## src/rtl/ahb_burst_pkg.sv

```systemverilog
package ahb_burst_pkg;
  typedef enum logic [1:0] {
    HT_IDLE = 2'b00,
    HT_BUSY = 2'b01,
    HT_NSEQ = 2'b10,
    HT_SEQ  = 2'b11
  } htrans_e;

  typedef enum logic [2:0] {
    BU_SINGLE = 3'b000,
    BU_INCR   = 3'b001,
    BU_WRAP4  = 3'b010,
    BU_INCR4  = 3'b011,
    BU_WRAP8  = 3'b100,
    BU_INCR8  = 3'b101,
    BU_WRAP16 = 3'b110,
    BU_INCR16 = 3'b111
  } hburst_e;

  typedef struct packed {
    logic       wrap;
    logic       undef;
    logic [2:0] len_lg;  // log2 of beat count
  } burst_info_t;
endpackage

```

## src/rtl/ahb_burst_decode.sv

```systemverilog
module ahb_burst_decode
  import ahb_burst_pkg::*;
(
  input  logic [2:0]  burst_i,
  output burst_info_t info_o
);
  always_comb begin
    info_o = '0;
    unique case (hburst_e'(burst_i))
      BU_SINGLE: info_o = '{wrap: 1'b0, undef: 1'b0, len_lg: 3'd0};
      BU_INCR:   info_o = '{wrap: 1'b0, undef: 1'b1, len_lg: 3'd0};
      BU_WRAP4:  info_o = '{wrap: 1'b1, undef: 1'b0, len_lg: 3'd2};
      BU_INCR4:  info_o = '{wrap: 1'b0, undef: 1'b0, len_lg: 3'd2};
      BU_WRAP8:  info_o = '{wrap: 1'b1, undef: 1'b0, len_lg: 3'd3};
      BU_INCR8:  info_o = '{wrap: 1'b0, undef: 1'b0, len_lg: 3'd3};
      BU_WRAP16: info_o = '{wrap: 1'b1, undef: 1'b0, len_lg: 3'd4};
      BU_INCR16: info_o = '{wrap: 1'b0, undef: 1'b0, len_lg: 3'd4};
      default:   info_o = '0;
    endcase
  end
endmodule

```

## src/rtl/ahb_burst_next.sv

```systemverilog
module ahb_burst_next #(
  parameter int AW   = 32,
  parameter int KB_W = 10
) (
  input  logic [AW-1:0] addr_i,
  input  logic [2:0]    size_i,
  input  logic          wrap_i,
  input  logic [2:0]    len_lg_i,
  output logic [AW-1:0] next_o,
  output logic          cross_o
);
  logic [3:0]    win_lg;
  logic [AW-1:0] step, win_mask, incr;

  always_comb begin
    win_lg   = {1'b0, size_i} + {1'b0, len_lg_i};
    step     = AW'(1) << size_i;
    win_mask = (AW'(1) << win_lg) - AW'(1);
    incr     = addr_i + step;
    next_o   = wrap_i ? ((addr_i & ~win_mask) | (incr & win_mask)) : incr;
    cross_o  = next_o[AW-1:KB_W] != addr_i[AW-1:KB_W];
  end
endmodule

```

## src/rtl/ahb_burst_check.sv

```systemverilog
module ahb_burst_check
  import ahb_burst_pkg::*;
#(
  parameter int AW       = 32,
  parameter int KB_W     = 10,
  parameter int MAX_SIZE = 2
) (
  input  logic [AW-1:0] addr_i,
  input  logic [2:0]    size_i,
  input  burst_info_t   info_i,
  output logic          bad_o
);
  logic [3:0]    span_lg;
  logic [AW-1:0] span, align_mask, offset;
  logic          size_bad, misal, kb_cross;

  always_comb begin
    span_lg    = {1'b0, size_i} + {1'b0, info_i.len_lg};
    span       = AW'(1) << span_lg;
    align_mask = (AW'(1) << size_i) - AW'(1);
    offset     = AW'(addr_i[KB_W-1:0]);
    size_bad   = size_i > 3'(MAX_SIZE);
    misal      = |(addr_i & align_mask);
    // only fixed incrementing bursts can run past the region
    kb_cross   = !info_i.wrap && !info_i.undef &&
                 ((offset + span) > (AW'(1) << KB_W));
    bad_o      = size_bad | misal | kb_cross;
  end
endmodule

```

## src/rtl/ahb_burst_seq.sv

```systemverilog
module ahb_burst_seq
  import ahb_burst_pkg::*;
#(
  parameter int AW   = 32,
  parameter int DW   = 32,
  parameter int KB_W = 10
) (
  input  logic          clk_i,
  input  logic          rst_ni,
  input  logic          start_i,
  input  logic [AW-1:0] start_addr_i,
  input  logic [2:0]    size_i,
  input  logic [2:0]    burst_i,
  input  logic          busy_req_i,
  input  logic          stop_i,
  input  logic          hready_i,
  output logic [AW-1:0] haddr_o,
  output logic [1:0]    htrans_o,
  output logic [2:0]    hsize_o,
  output logic          done_o,
  output logic          err_o
);
  localparam int MAX_SIZE = $clog2(DW / 8);
  localparam int CNT_W    = 5;

  logic [AW-1:0] addr_q, addr_nxt;
  htrans_e       htrans_q;
  logic [2:0]    size_q;
  burst_info_t   info_q, info_dec;
  logic [CNT_W-1:0] rem_q;
  logic          done_q, err_q, start_bad, cross_nxt;
  logic          active, last;

  ahb_burst_decode u_dec (
    .burst_i (burst_i),
    .info_o  (info_dec)
  );

  ahb_burst_check #(.AW(AW), .KB_W(KB_W), .MAX_SIZE(MAX_SIZE)) u_chk (
    .addr_i (start_addr_i),
    .size_i (size_i),
    .info_i (info_dec),
    .bad_o  (start_bad)
  );

  ahb_burst_next #(.AW(AW), .KB_W(KB_W)) u_nxt (
    .addr_i   (addr_q),
    .size_i   (size_q),
    .wrap_i   (info_q.wrap),
    .len_lg_i (info_q.len_lg),
    .next_o   (addr_nxt),
    .cross_o  (cross_nxt)
  );

  assign active = htrans_q != HT_IDLE;
  assign last   = info_q.undef ? stop_i : (rem_q == CNT_W'(1));

  always_ff @(posedge clk_i or negedge rst_ni) begin
    if (!rst_ni) begin
      addr_q   <= '0;
      htrans_q <= HT_IDLE;
      size_q   <= '0;
      info_q   <= '0;
      rem_q    <= '0;
      done_q   <= 1'b0;
      err_q    <= 1'b0;
    end else begin
      done_q <= 1'b0;
      err_q  <= 1'b0;
      if (!active) begin
        if (start_i) begin
          if (start_bad) begin
            err_q <= 1'b1;
          end else begin
            addr_q   <= start_addr_i;
            size_q   <= size_i;
            info_q   <= info_dec;
            rem_q    <= CNT_W'(1) << info_dec.len_lg;
            htrans_q <= HT_NSEQ;
          end
        end
      end else if (hready_i) begin
        if (htrans_q == HT_BUSY) begin
          if (info_q.undef && stop_i) begin
            htrans_q <= HT_IDLE;
            done_q   <= 1'b1;
          end else if (!busy_req_i) begin
            htrans_q <= HT_SEQ;
          end
        end else if (last) begin
          htrans_q <= HT_IDLE;
          done_q   <= 1'b1;
        end else begin
          addr_q <= addr_nxt;
          rem_q  <= rem_q - CNT_W'(1);
          // a new 1 KB region restarts with NONSEQ, never BUSY
          if (cross_nxt)       htrans_q <= HT_NSEQ;
          else if (busy_req_i) htrans_q <= HT_BUSY;
          else                 htrans_q <= HT_SEQ;
        end
      end
    end
  end

  assign haddr_o  = addr_q;
  assign htrans_o = htrans_q;
  assign hsize_o  = size_q;
  assign done_o   = done_q;
  assign err_o    = err_q;


  hold_on_wait_chk: assert property (@(posedge clk_i) disable iff (!rst_ni)
    (htrans_o != HT_IDLE && !hready_i) |=>
      ($stable(haddr_o) && $stable(htrans_o) && $stable(hsize_o)));


  seq_step_chk: assert property (@(posedge clk_i) disable iff (!rst_ni)
    (htrans_o == HT_SEQ && $past(hready_i) && !info_q.wrap &&
     ($past(htrans_o) == HT_NSEQ || $past(htrans_o) == HT_SEQ)) |->
      haddr_o == $past(haddr_o) + (AW'(1) << hsize_o));


  wrap_window_chk: assert property (@(posedge clk_i) disable iff (!rst_ni)
    (htrans_o == HT_SEQ && info_q.wrap) |->
      (((haddr_o ^ $past(haddr_o)) >> ({1'b0, hsize_o} + {1'b0, info_q.len_lg})) == '0));


  kb_seq_chk: assert property (@(posedge clk_i) disable iff (!rst_ni)
    htrans_o == HT_SEQ |-> haddr_o[AW-1:KB_W] == $past(haddr_o[AW-1:KB_W]));


  busy_mid_chk: assert property (@(posedge clk_i) disable iff (!rst_ni)
    htrans_o == HT_BUSY |-> $past(htrans_o) != HT_IDLE);


  err_idle_chk: assert property (@(posedge clk_i) disable iff (!rst_ni)
    err_o |-> htrans_o == HT_IDLE);


  done_idle_chk: assert property (@(posedge clk_i) disable iff (!rst_ni)
    done_o |-> (htrans_o == HT_IDLE && $past(htrans_o) != HT_IDLE));
endmodule

```

## config.mk

```make
export PLATFORM = sky130hd
export DESIGN_NAME = ahb_burst_seq
export DESIGN_NICKNAME = d
export VERILOG_FILES = /design/src/rtl/ahb_burst_pkg.sv /design/src/rtl/ahb_burst_decode.sv /design/src/rtl/ahb_burst_next.sv /design/src/rtl/ahb_burst_check.sv /design/src/rtl/ahb_burst_seq.sv
export SDC_FILE = /design/constraint.sdc
export NUM_CORES = 1
export LEC_CHECK = 0
export BUFFER_PORTS_ARGS = -buffer_cell sky130_fd_sc_hd__buf_2
export CAP_MARGIN = 20
export CORE_MARGIN = 2
export CORE_UTILIZATION = 57
export CTS_CLUSTER_DIAMETER = 30
export CTS_CLUSTER_SIZE = 30
export DETAILED_ROUTE_END_ITERATION = 16
export GPL_TIMING_DRIVEN = 0
export PLACE_DENSITY = 0.91
export SYNTH_ARGS = -nofsm -noshare
export SYNTH_HDL_FRONTEND = slang
export SYNTH_SLANG_ARGS = --single-unit
export TNS_END_PERCENT = 30
```

## constraint.sdc

```tcl
create_clock -name clk_i -period 4.65 [get_ports clk_i]
set_input_delay 1.395 -clock clk_i [delete_from_list [all_inputs] [get_ports clk_i]]
set_output_delay 1.395 -clock clk_i [all_outputs]
set_load 0.05 [all_outputs]
```

==> flow_summary.json <==
{
  "sw_frac_of_total": 0.5690,
  "synthXorXnorAreaFrac": 0.03961,
  "synth.area.mux_share": 0.02523,
  "synth-compound-area-share": 0.2840,
  "synth_top_cell_area_share": 0.2659,
  "clock_sinks": 49,
  "max_slew_margin": 0.4649,
  "antenna_left": 0,
  "synthArstFlopShare": 1.000,
  "rows": 32,
  "gp_congestion": 0.9503,
  "vias_per_cell": 6.791,
  "r2r_slack_ps": 800,
  "synthAdderAreaFrac": 0.1123,
  "diodes": 0,
  "syn_avg_cell_area_um2": 8.192,
  "period_share": 1.109,
  "grt_max_degree": 40,
  "dp.cells": 749,
  "hpwl_um": 11360,
  "seq_power_share": 0.236,
  "cts_buffers": 5,
  "fmax_mhz": 194.0,
  "fin_ws_ps": -505.7,
  "clk_pin_slew_ps": 100,
  "final_cells": 771,
  "synth_seq_cells": 49,
  "netlist_area_mm2": 0.004612,
  "startpoint": "burst_i[2]",
  "switchingPower_mw": 1.868,
  "root_buffer": "clkbuf_8",
  "end_kind": "flip-flop",
  "wirelength_um": 15600,
  "p_total_mw": 3.284,
  "drtIter0Drc": 583,
  "fillers": 596,
  "worst_ir_drop_vdd_uv": 274.3,
  "insertion_delay_ps": 320,
  "num_vias": 5236,
  "p_int_mw": 1.415,
  "grt_setup_unrepaired": "yes",
  "ys_seq_area_frac": 0.2659,
  "nNetsFinal": 751,
  "wl_per_cell_um": 20.23,
  "synth_flop_cell": "dfrtp_1",
  "grt_pass1_vias": 4957,
  "rr_worst_depth": 12,
  "grt_pass1_wl_um": 24420,
  "yosys_warnings": 0,
  "cts_hold_buffers": 0,
  "synth_edf_count": 0,
  "violations": "negative setup slack",
  "syn_to_final_growth_pct": 23.28,
  "cts_tree": "yes",
  "drc": 0,
  "hold_class": "reg -> reg",
  "multi_input_area_mm2": 0.003319,
  "crit_fanout": 8,
  "portBuffers": 82,
  "p_leak_nw": 2.498,
  "postSynthCellCount": 563,
  "worstReg2RegStart": "hsize_o[0]$_DFFE_PN0P_",
  "synth_cell_type_count": 78,
  "synth_area_leader_cell": "dfrtp_1",
  "setup_violations": 47,
  "synth.net_count": 646,
  "first_pass_iters": 5,
  "grt_use_total": 0.3553,
  "arrival_ps": 5390,
  "core_area_mm2": 0.007767,
  "synth_top_family_by_area": "compound AO/OA/AOI/OAI gates",
  "crit_required_ps": 4890,
  "reg2reg_to": "haddr_o[20]$_DFFE_PN0P_",
  "hold_viol_final": 0,
  "slew_viol_final": 0,
  "drv_cap": 0,
  "clock_path_buffers": 2,
  "finalCriticalPeriod_ps": 5156,
  "power.share.clock": 0.084,
  "synth_simple_gate_area_frac": 0.2176,
  "worstSetupPathType": "in -> reg",
  "fin_skew_ps": 10.76,
  "powerDensity_mw_per_mm2": 577.6,
  "dieArea_mm2": 0.008827,
  "crit_path_start_kind": "primary input",
  "h-tree-depth": 2,
  "io_pins": 83,
  "regArea_mm2": 0.001226,
  "start_util": 0.5937,
  "tightest_slew_ps": 796.5,
  "synth_area_leaders": "dfrtp_1, ha_1, o21ai_0",
  "combPwrFrac": 0.680,
  "layout-drive-gt1-share": 0.2631,
  "fp.dieW_um": 93.95,
  "outcome": "finished with violations",
  "chipHeight_um": 93.95,
  "antenna_found_initial": 0,
  "globalRouteOverflowTotal": 0
}
## cells in the mapped netlist, types with 4 or more instances
master / instances
a211oi_1: 7
a21o_1: 6
a21oi_1: 41
a22oi_1: 12
a31o_2: 6
a32oi_1: 8
and2_1: 6
and3_1: 11
buf_2: 6
clkbuf_1: 19
dfrtp_1: 49
fa_1: 4
ha_1: 35
inv_1: 34
mux2_2: 5
mux2i_1: 6
nand2_1: 44
nand3_1: 24
nand3b_1: 4
nand4_1: 12
nor2_1: 43
nor3_1: 15
nor3b_1: 6
nor4_1: 4
o211ai_1: 12
o21ai_0: 43
xnor2_1: 13
xor2_1: 6
## cell families after synthesis
| family | Yosys count |
|---|---|
| AOI/OAI and AO/OA | 190 |
| and+or+nand+nor | 192 |
| xor gates and xnor gates | 20 |
| buffers and inverters | 62 |
| muxes | 11 |
| DFF | 49 |
| adders and majority gates | 39 |
## critical path, cell delays in order
cell and delay, ps:
buf_8 100, inv_4 40, ha_4 280, inv_2 50, fa_2 400, xor2_4 240
nand2_4 110, nor2_4 140, ha_4 140, fa_2 430, nor3_2 210, nand2_1 70
or4_4 550, nor4_4 240, o31ai_4 160, or2_1 250, buf_6 160, bufbuf_16 280
a32oi_1 160
## repair_timing
| item | in CTS | in global routing |
|---|---|---|
| resized for setup | 42 | 6 |
| setup endpoints to repair | 47 | 47 |
| endpoints found under the hold margin | 0 | 0 |
| gates cloned | 1 | 0 |
| setup buffers | 12 | 1 |
| pin swaps | 22 | 1 |
## area by class of cell
type	count	area share
inverter	34	0.02575
timing repair buffer	98	0.1061
sequential	49	0.2157
buffer	28	0.03037
clock buffer	5	0.01210
tap	102	0.02245
multi-input combinational	452	0.5838
clock inverter	3	0.003741
## power by group through the flow
stage          Combinational (mW)  Clock (mW)  Sequential [mW]
6_report                     2.23       0.276            0.774
3_3_place_gp                 2.06           0            0.759
5_1_grt                      2.41       0.288            0.789
2_1_floorplan                1.14           0             1.20
3_5_place_dp                 2.11           0            0.770
4_1_cts                      2.18       0.273            0.761
## cells in the final DEF, fill, tap and decap left out, types with 4 or more instances in the layout
master	count
buf_2	81
dfrtp_1	49
nand2_1	43
o21ai_0	42
nor2_1	41
a21oi_1	37
inv_1	30
ha_1	27
nand3_1	24
clkbuf_1	19
nor3_1	13
xnor2_1	13
o211ai_1	12
nand4_1	12
buf_4	12
and3_1	11
a22oi_1	9
a32oi_1	8
a21o_1	6
xor2_1	6
a31o_2	6
a21oi_2	5
nor3b_1	5
a211oi_1	5
and2_1	5
mux2i_1	5
mux2_2	5
ha_4	5
clkbuf_8	5
buf_6	4
nand3b_1	4
nor4_1	4
buf_8	4
## layer usage
metal / vias up / wire [um] / GRT usage
li1: 2331 / - / -
met1: 2474 / 6027 / 0.4624
met2: 367 / 7322 / 0.5702
met3: 64 / 1675 / 0.07544
met4: 0 / 574 / 0.1546
met5: - / 0 / 0
## how the worst min path moves through the flow
| stage | startpoint | end | slack (ps) | depth (start not counted) |
|---|---|---|---|---|
| 2_1_floorplan | info_q[0]$_DFFE_PN0P_ | info_q[0]$_DFFE_PN0P_ | 480 | 1 |
| 3_3_place_gp | info_q[2]$_DFFE_PN0P_ | info_q[2]$_DFFE_PN0P_ | 510 | 1 |
| 3_5_place_dp | info_q[2]$_DFFE_PN0P_ | info_q[2]$_DFFE_PN0P_ | 520 | 1 |
| 4_1_cts | info_q[2]$_DFFE_PN0P_ | info_q[2]$_DFFE_PN0P_ | 540 | 1 |
| 5_1_grt | info_q[2]$_DFFE_PN0P_ | info_q[2]$_DFFE_PN0P_ | 560 | 1 |
| 6_report | info_q[2]$_DFFE_PN0P_ | info_q[2]$_DFFE_PN0P_ | 540 | 1 |
## through the flow
step                hold slack [ps]  area, um^2    util  setup WS [ps]  setup TNS [ps]
floorplan                     483.5        4693       -         -597.6          -21780
global placement              511.3        5231  0.6735          -1184          -50340
detailed placement            518.0        5256  0.6767          -1303          -55170
CTS                           539.0        5652  0.7276         -436.1          -16160
global route                  561.7        5685  0.7320         -601.4          -24280
finish                        541.4        5685  0.7320         -505.7          -18470
Note: power is estimated with default switching activity, not from simulation.
